--- config.mk ---
export PLATFORM = sky130hd
export DESIGN_NAME = paged_pc_seq
export DESIGN_NICKNAME = d
export VERILOG_FILES = /design/src/rtl/pc_seq_pkg.sv /design/src/rtl/pc_rstack.sv /design/src/rtl/pc_target.sv /design/src/rtl/paged_pc_seq.sv
export SDC_FILE = /design/constraint.sdc
export NUM_CORES = 1
export LEC_CHECK = 0
export BUFFER_PORTS_ARGS = -buffer_cell sky130_fd_sc_hd__buf_2
export CORE_ASPECT_RATIO = 1.4
export CORE_MARGIN = 4
export CORE_UTILIZATION = 35
export CTS_BUF_LIST = sky130_fd_sc_hd__clkbuf_4 sky130_fd_sc_hd__clkbuf_8
export CTS_CLUSTER_DIAMETER = 80
export DETAILED_ROUTE_END_ITERATION = 8
export GPL_TIMING_DRIVEN = 0
export PLACE_DENSITY_LB_ADDON = 0.15
export SLEW_MARGIN = 20
export SYNTH_ARGS = -nofsm -noshare
export SYNTH_HDL_FRONTEND = slang
export SYNTH_HIERARCHICAL = 1
export SYNTH_SLANG_ARGS = --single-unit
--- constraint.sdc ---
create_clock -name clk -period 2.8 [get_ports clk]
set_input_delay 0.14 -clock clk [delete_from_list [all_inputs] [get_ports clk]]
set_output_delay 0.14 -clock clk [all_outputs]
set_load 0.1 [all_outputs]
--- src/rtl/pc_seq_pkg.sv ---
package pc_seq_pkg;

   typedef enum logic [2:0] {
      OP_SEQ   = 3'd0,
      OP_GOTO  = 3'd1,
      OP_CALL  = 3'd2,
      OP_RETLW = 3'd3,
      OP_PCLWR = 3'd4,
      OP_SKIP  = 3'd5
   } seq_op_e;

   localparam int JUMP_BITS = 9;
   localparam int CALL_BITS = 8;

endpackage

--- src/rtl/pc_rstack.sv ---
module pc_rstack #(
   parameter int AW    = 11,
   parameter int DEPTH = 2
) (
   input  logic          clk,
   input  logic          rst_n,
   input  logic          push_i,
   input  logic          pop_i,
   input  logic [AW-1:0] push_addr_i,
   output logic [AW-1:0] top_addr_o
);
   localparam int IW = (DEPTH > 1) ? $clog2(DEPTH) : 1;
   localparam int CW = $clog2(DEPTH + 1);

   logic [AW-1:0] slot_q [DEPTH];
   logic [IW-1:0] top_q;
   logic [IW-1:0] wr_idx;
   logic [IW-1:0] dn_idx;
   logic [CW-1:0] cnt_q;

   assign wr_idx     = (top_q == IW'(DEPTH - 1)) ? '0 : top_q + IW'(1);
   assign dn_idx     = (top_q == '0) ? IW'(DEPTH - 1) : top_q - IW'(1);
   assign top_addr_o = slot_q[top_q];

   for (genvar i = 0; i < DEPTH; i++) begin : g_slot
      always_ff @(posedge clk or negedge rst_n) begin
         if (!rst_n)
            slot_q[i] <= '0;
         else if (push_i && (wr_idx == IW'(i)))
            slot_q[i] <= push_addr_i;
      end
   end

   always_ff @(posedge clk or negedge rst_n) begin
      if (!rst_n) begin
         top_q <= IW'(DEPTH - 1);
         cnt_q <= '0;
      end else if (push_i) begin
         top_q <= wr_idx;
         if (cnt_q != CW'(DEPTH)) cnt_q <= cnt_q + CW'(1);
      end else if (pop_i) begin
         if (cnt_q > CW'(1)) top_q <= dn_idx;
         if (cnt_q != '0)    cnt_q <= cnt_q - CW'(1);
      end
   end

   AST_STACK_BOUND: assert property (@(posedge clk) disable iff (!rst_n)
      cnt_q <= CW'(DEPTH));
   AST_EMPTY_POP_HOLD: assert property (@(posedge clk) disable iff (!rst_n)
      (pop_i && !push_i && cnt_q == '0) |=> top_addr_o == $past(top_addr_o));
   AST_PUSH_TOP: assert property (@(posedge clk) disable iff (!rst_n)
      push_i |=> top_addr_o == $past(push_addr_i));

endmodule

--- src/rtl/pc_target.sv ---
module pc_target
   import pc_seq_pkg::*;
#(
   parameter int AW = 11
) (
   input  logic [2:0]       op_i,
   input  logic [AW-1:0]    pc_i,
   input  logic [AW-10:0]   page_i,
   input  logic [8:0]       imm_i,
   input  logic [7:0]       wdata_i,
   input  logic [AW-1:0]    pop_addr_i,
   output logic [AW-1:0]    next_pc_o,
   output logic             kill_o,
   output logic             push_o,
   output logic             pop_o
);
   always_comb begin
      next_pc_o = pc_i + AW'(1);
      kill_o    = 1'b0;
      push_o    = 1'b0;
      pop_o     = 1'b0;
      case (op_i)
         OP_GOTO: begin
            next_pc_o = {page_i, imm_i[JUMP_BITS-1:0]};
            kill_o    = 1'b1;
         end
         OP_CALL: begin
            next_pc_o = {page_i, 1'b0, imm_i[CALL_BITS-1:0]};
            kill_o    = 1'b1;
            push_o    = 1'b1;
         end
         OP_RETLW: begin
            next_pc_o = pop_addr_i;
            kill_o    = 1'b1;
            pop_o     = 1'b1;
         end
         OP_PCLWR: begin
            next_pc_o = {page_i, 1'b0, wdata_i};
            kill_o    = 1'b1;
         end
         OP_SKIP: kill_o = 1'b1;
         default: ;
      endcase
   end
endmodule

--- src/rtl/paged_pc_seq.sv ---
module paged_pc_seq
   import pc_seq_pkg::*;
#(
   parameter int ADDR_W      = 11,
   parameter int STACK_DEPTH = 2
) (
   input  logic              clk,
   input  logic              rst_n,
   input  logic [2:0]        op_i,
   input  logic [8:0]        imm_i,
   input  logic [ADDR_W-10:0] page_i,
   input  logic [7:0]        wdata_i,
   output logic [ADDR_W-1:0] fetch_addr_o,
   output logic [7:0]        lit_o,
   output logic              lit_load_o,
   output logic              squash_o
);
   localparam int PG_W = ADDR_W - JUMP_BITS;

   if (PG_W < 1 || ADDR_W > 16) begin : g_bad_width
      $error("paged_pc_seq: ADDR_W must lie in 10..16");
   end
   if (STACK_DEPTH < 1 || STACK_DEPTH > 16) begin : g_bad_depth
      $error("paged_pc_seq: STACK_DEPTH must lie in 1..16");
   end

   logic [ADDR_W-1:0] pc_q;
   logic [ADDR_W-1:0] next_pc;
   logic [ADDR_W-1:0] pop_addr;
   logic [2:0]        eff_op;
   logic              squash_q;
   logic              kill;
   logic              push;
   logic              pop;
   logic [7:0]        lit_q;
   logic              lit_load_q;

   // a squashed slot executes as a plain sequential step
   assign eff_op = squash_q ? OP_SEQ : op_i;

   pc_target #(.AW(ADDR_W)) u_target (
      .op_i       (eff_op),
      .pc_i       (pc_q),
      .page_i     (page_i),
      .imm_i      (imm_i),
      .wdata_i    (wdata_i),
      .pop_addr_i (pop_addr),
      .next_pc_o  (next_pc),
      .kill_o     (kill),
      .push_o     (push),
      .pop_o      (pop)
   );

   pc_rstack #(.AW(ADDR_W), .DEPTH(STACK_DEPTH)) u_stack (
      .clk         (clk),
      .rst_n       (rst_n),
      .push_i      (push),
      .pop_i       (pop),
      .push_addr_i (pc_q),
      .top_addr_o  (pop_addr)
   );

   always_ff @(posedge clk or negedge rst_n) begin
      if (!rst_n) begin
         pc_q       <= '1;
         squash_q   <= 1'b0;
         lit_q      <= '0;
         lit_load_q <= 1'b0;
      end else begin
         pc_q       <= next_pc;
         squash_q   <= kill;
         lit_load_q <= pop;
         if (pop) lit_q <= imm_i[7:0];
      end
   end

   assign fetch_addr_o = pc_q;
   assign squash_o     = squash_q;
   assign lit_o        = lit_q;
   assign lit_load_o   = lit_load_q;

   AST_SEQ_STEP: assert property (@(posedge clk) disable iff (!rst_n)
      (!squash_o && (op_i == OP_SEQ)) |=> fetch_addr_o == $past(fetch_addr_o) + ADDR_W'(1));
   AST_GOTO_DEST: assert property (@(posedge clk) disable iff (!rst_n)
      (!squash_o && (op_i == OP_GOTO)) |=> fetch_addr_o == {$past(page_i), $past(imm_i)});
   AST_CALL_LOW_HALF: assert property (@(posedge clk) disable iff (!rst_n)
      (!squash_o && (op_i == OP_CALL)) |=> !fetch_addr_o[8]);
   AST_LIT_PULSE: assert property (@(posedge clk) disable iff (!rst_n)
      (!squash_o && (op_i == OP_RETLW)) |=> (lit_load_o && lit_o == $past(imm_i[7:0])));
   AST_SQUASH_NEXT: assert property (@(posedge clk) disable iff (!rst_n)
      (!squash_o && (op_i inside {OP_GOTO, OP_CALL, OP_RETLW, OP_PCLWR, OP_SKIP})) |=> squash_o);
   AST_SQUASH_INERT: assert property (@(posedge clk) disable iff (!rst_n)
      squash_o |=> (fetch_addr_o == $past(fetch_addr_o) + ADDR_W'(1) && !lit_load_o));

endmodule

==> impl_metrics.ini, run 1 <==
[run_status]
status = completed

[setup_path]
slowest_delay_ps = 540
start_kind = flip-flop
path_max_fanout = 10
reg2reg_depth = 7
cp.required_ps = 2990
path_class = flip-flop to flip-flop
critical_path.cell_chain = nor2b_1 > buf_2 > buf_1 > nor3b_2 > nor2b_4 > buf_6 > mux2_2
cp_num_buf_inv = 3
crit_path_end_kind = flip-flop
worstPathArrival_ps = 2560
r2r_setup_slack_ps = 430
critPathSlowestCell = nor3b_2
cp_num_cells = 7
critical_path.top_delay_family = simple AND/OR/NAND/NOR gates

[clock_tree]
cts_root_buf = clkbuf_8
cts_setup_buffers = 0
htreeDepth = 2
clkTransAtPathRegs_ps = 90
cts_tree = built
clock_latency_ps = 320
cts_buffer_depth = 2
numCtsBuffers = 5
clkSinkCount = 46

[routing]
wl_per_cell_microns = 17.3
drt-pass1-iter-count = 4
drt_iter0_markers = 67
drc = 0
route.vias.total = 1792
detail_route.wirelength_microns = 6250
viasPerCell = 4.95
ant_nets = 0

[place]
hpwl_microns = 4410
gp_congestion = 0.742
port_buffers = 44

[die]
num_io_pins = 45
die-area_sq_um = 8910
dieHeight_microns = 110
core_area_sq_um = 7310
die_w_microns = 81.0
start_util = 0.356
rows = 37

[timing]
max_freq_mhz = 422
finalSetupTns_ps = 0
worst_slew_pin_slew_ps = 633
finalSetupViolCount = 0
drv_slew = 0
slew_headroom = 0.577
skew_ps = 14.9
hold_viol = 0
period_needed_ps = 2370
rsz0062_at_grt = false
post-route-period-util = 0.847

[grt]
grt_use_total = 0.152
gr-total-overflow = 0
first_global_vias = 1894
grt_pass1_wl_microns = 9960
grt_max_degree = 47
grt_antenna_before_repair = 0

[final_layout]
seq_area_sq_um = 1170
final_nets = 292
drive_above_1_share = 0.483
layout-area-overhead-vs-synth_pct = 17.5
diodes = 0
fillers = 777
multi_input_area_sq_um = 1330

[logic_synthesis]
synth_area_leaders = dfrtp_1, dfstp_2, mux2_2
ys_types = 46
yosysWarnings = 6
yosys.area.top_type_share = 0.326
synth-seq-cells = 46
ys_seq_area_frac = 0.447
synth_area_sq_um = 2610
ys_async_sr_fraction = 1.00
synth.avg_cell_area_sq_um = 12.3
ys.flop_type = dfrtp_1
synth_edf_count = 0
synth_area_leader_cell = dfrtp_1
synth.net_count = 240
synth_cells = 212

[min_path]
worstHoldPathCells = 3
hold_class = primary input to flip-flop

[run]
maxCapViolCount = 0
-- kinds of logic after synthesis --
logic type | Yosys count | synth area share
compound gates | 30 | 0.0816
fa+ha+maj | 4 | 0.0192
simple gates | 47 | 0.107
xor+xnor | 12 | 0.0432
mux | 55 | 0.258
flops | 46 | 0.447
buf+inv | 18 | 0.0446
-- placed cells by master (no fill, tap or decap), types with 2 or more instances in the layout --
cell	n
a22oi_1	2
dfrtp_1	33
nor3_1	4
nand2_1	9
ha_1	4
o221ai_1	5
mux2_2	25
o21ai_0	3
o22ai_1	2
clkbuf_8	6
nor2b_1	4
inv_1	6
buf_2	46
buf_4	3
nor2_1	8
mux2i_1	12
nand2b_1	2
mux2_4	18
dfstp_2	12
a21oi_1	8
buf_6	5
xnor2_1	10
nand3_1	8
a31oi_1	2
-- final cells by class --
cell class | instances | area share
Multi-Input combinational cell | 148 | 0.434
Tap cell | 97 | 0.0396
Timing Repair Buffer | 45 | 0.0760
Clock inverter | 1 | 0.00163
Buffer | 12 | 0.0306
Inverter | 6 | 0.00735
Sequential cell | 46 | 0.381
Clock buffer | 7 | 0.0294
-- registers in the layout, summed over array words and instances (netlist names) --
signal	cells
lit_o	8
fetch_addr_o	11
lit_load_o	1
squash_o	1
u_stack/slot_q	22
u_stack/top_q	1
u_stack/cnt_q	2
-- cells in the mapped netlist (4+ instances only) --
| cell | instances |
|---|---|
| a21oi_1 | 8 |
| buf_6 | 5 |
| dfrtp_1 | 34 |
| dfstp_2 | 12 |
| ha_1 | 4 |
| inv_1 | 6 |
| mux2_2 | 25 |
| mux2_4 | 18 |
| mux2i_1 | 12 |
| nand2_1 | 9 |
| nand3_1 | 8 |
| nor2_1 | 8 |
| nor2b_1 | 4 |
| nor3_1 | 4 |
| o221ai_1 | 5 |
| xnor2_1 | 10 |
-- final timing paths --
check | from | end
max | squash_o$_DFF_PN0_ | u_stack/slot_q[9]$_DFFE_PN0P_
min | wdata_i[1] | fetch_addr_o[1]$_DFF_PN1_
max reg2reg | squash_o$_DFF_PN0_ | u_stack/slot_q[9]$_DFFE_PN0P_
min reg2reg | u_stack/slot_q[1]$_DFFE_PN0P_ | u_stack/slot_q[1]$_DFFE_PN0P_
max in group asynchronous | rst_n | squash_o$_DFF_PN0_
min in group asynchronous | rst_n | u_stack/slot_q[12]$_DFFE_PN0P_
-- layer usage --
layer	vias to the layer above	share of wire	track usage
met4	0	0.015	0.0507
met3	6	0.037	0.0374
li1	863	-	-
met1	891	0.44	0.179
met2	32	0.51	0.267
met5	-	0	0
-- what timing repair did --
| item | 4_1_cts | 5_1_grt |
|---|---|---|
| endpoints found under the setup margin | 0 | 10 |
| endpoints found under the hold margin | 34 | 0 |
| gates resized for setup | 0 | 1 |
| hold buffers | 1 | 0 |
-- through the flow --
stage,util,instance area [sq um],std cells,hold WS [ps],setup WS (ps)
after floorplan,-,2610,212,-156,239
after global placement,0.403,2950,353,378,74.6
after detailed placement,0.404,2950,353,208,72.9
after CTS,0.418,3060,362,42.2,44.0
after global routing,0.419,3060,362,63.3,276
final,0.419,3060,362,52.3,428
-- worst min-delay path, stage by stage --
cell and delay [ps]:
buf_2 100, nand2_1 50, a31oi_1 70
Power of run 1 is not shown: default switching activity piles up to over one toggle a cycle in this logic, so the estimate is an artifact.
==> inputs of run 2 (changes only) <==
- clock period: 2.8 -> 2.4 ns (I/O delays scaled with it)
==> impl_metrics.ini, run 2 (synthesized netlist as in run 1, its figures left out) <==
[timing]
rsz0062_at_grt = false
post-route-period-util = 0.920
period_needed_ps = 2210
drv_slew = 0
hold_viol = 0
finalSetupViolCount = 0
skew_ps = 5.15
max_freq_mhz = 453
worst_slew_pin_slew_ps = 676
slew_headroom = 0.550
finalSetupTns_ps = 0

[place]
gp_congestion = 0.760
port_buffers = 44
hpwl_microns = 4340
placed_cell_area_sq_um = 2960

[clock_tree]
clock_latency_ps = 300
numCtsBuffers = 5
clkSinkCount = 46
clkTransAtPathRegs_ps = 80
htreeDepth = 2
cts_buffer_depth = 2
cts_root_buf = clkbuf_8
cts_tree = built

[setup_path]
slowest_delay_ps = 550
cp.required_ps = 2590
path_class = flip-flop to flip-flop
start_kind = flip-flop
worstPathArrival_ps = 2400
critPathSlowestCell = buf_1
critical_path.top_delay_family = buffers and inverters
path_max_fanout = 10
critical_path.cell_chain = nor2b_1 > buf_2 > buf_1 > nor3b_4 > nand2_2 > buf_6 > mux2_4
crit_path_end_kind = flip-flop
cp_num_buf_inv = 3

[die]
dieHeight_microns = 110
die_w_microns = 81.0
core_area_sq_um = 7310
die-area_sq_um = 8910
rows = 37
start_util = 0.356
num_io_pins = 45

[routing]
drt_iter0_markers = 59
wl_per_cell_microns = 16.9
detail_route.wirelength_microns = 6150
route.vias.total = 1791
ant_nets = 0
viasPerCell = 4.93
drc = 0
drt-pass1-iter-count = 4

[final_layout]
layout-area-overhead-vs-synth_pct = 18.2
design_area_sq_um = 3080
drive_above_1_share = 0.489
fin_util = 0.421
top_register = u_stack/slot_q
final_cell_mix = buf_2, dfrtp_1, mux2_2
diodes = 0
final_nets = 293
final_common_cell = buf_2
largest_reg_flops = 22

[grt]
grt_use_total = 0.146
grt_max_degree = 47
grt_pass1_wl_microns = 9720
gr-total-overflow = 0
grt_antenna_before_repair = 0
first_global_vias = 1830

[run]
maxCapViolCount = 0

[run_status]
status = completed

[min_path]
hold_class = primary input to flip-flop
run 2: timing repair:
| item | in CTS | in global routing |
|---|---|---|
| hold endpoints to repair | 0 | 34 |
| resized for setup | 0 | 2 |
| hold buffers | 0 | 1 |
| setup buffers | 0 | 1 |
| setup endpoints to repair | 0 | 20 |
run 2: layer usage:
layer,global-route usage,vias up,wire length [microns]
met4,0.0435,0,79
met2,0.271,28,3290
li1,-,871,-
met3,0.0268,6,190
met1,0.168,886,2600
met5,0,-,0
run 2: stage by stage:
step	std cells	hold slack, ps	setup slack (ps)
floorplan	212	-176	76.4
global placement	353	354	48.4
detailed placement	353	352	44.8
CTS	361	31.1	8.71
global route	363	49.6	45.5
finish	363	39.1	191
run 2: worst paths after layout:
| kind | depth (start not counted) | end | start | slack, ps |
|---|---|---|---|---|
| min in group asynchronous | 2 | lit_o[4]$_DFFE_PN0P_ | rst_n | 370 |
| max in group asynchronous | 2 | squash_o$_DFF_PN0_ | rst_n | 1570 |
| worst max-delay path | 7 | u_stack/slot_q[15]$_DFFE_PN0P_ | squash_o$_DFF_PN0_ | 190 |
| worst min-delay path | 3 | fetch_addr_o[1]$_DFF_PN1_ | wdata_i[1] | 40 |
| worst min register to register | 1 | u_stack/slot_q[1]$_DFFE_PN0P_ | u_stack/slot_q[1]$_DFFE_PN0P_ | 510 |
| worst max register to register | 7 | u_stack/slot_q[15]$_DFFE_PN0P_ | squash_o$_DFF_PN0_ | 190 |
run 2: final cells by class:
class / count / area, sq um
buffer: 12 / 93.8
clock buffer: 7 / 90.1
clock inverter: 1 / 5.00
fill: 752 / 4230
inverter: 6 / 22.5
multi-input combinational: 148 / 1340
sequential: 46 / 1170
tap: 97 / 121
timing repair buffer: 46 / 240
run 2: worst reg2reg max path: stages, from the launching register on:
cell and delay [ps]:
dfrtp_2 430, nor2b_1 100, buf_2 230, buf_1 560, nor3b_4 140, nand2_2 120, buf_6 200, mux2_4 320
Power of run 2 is left out for the same reason.
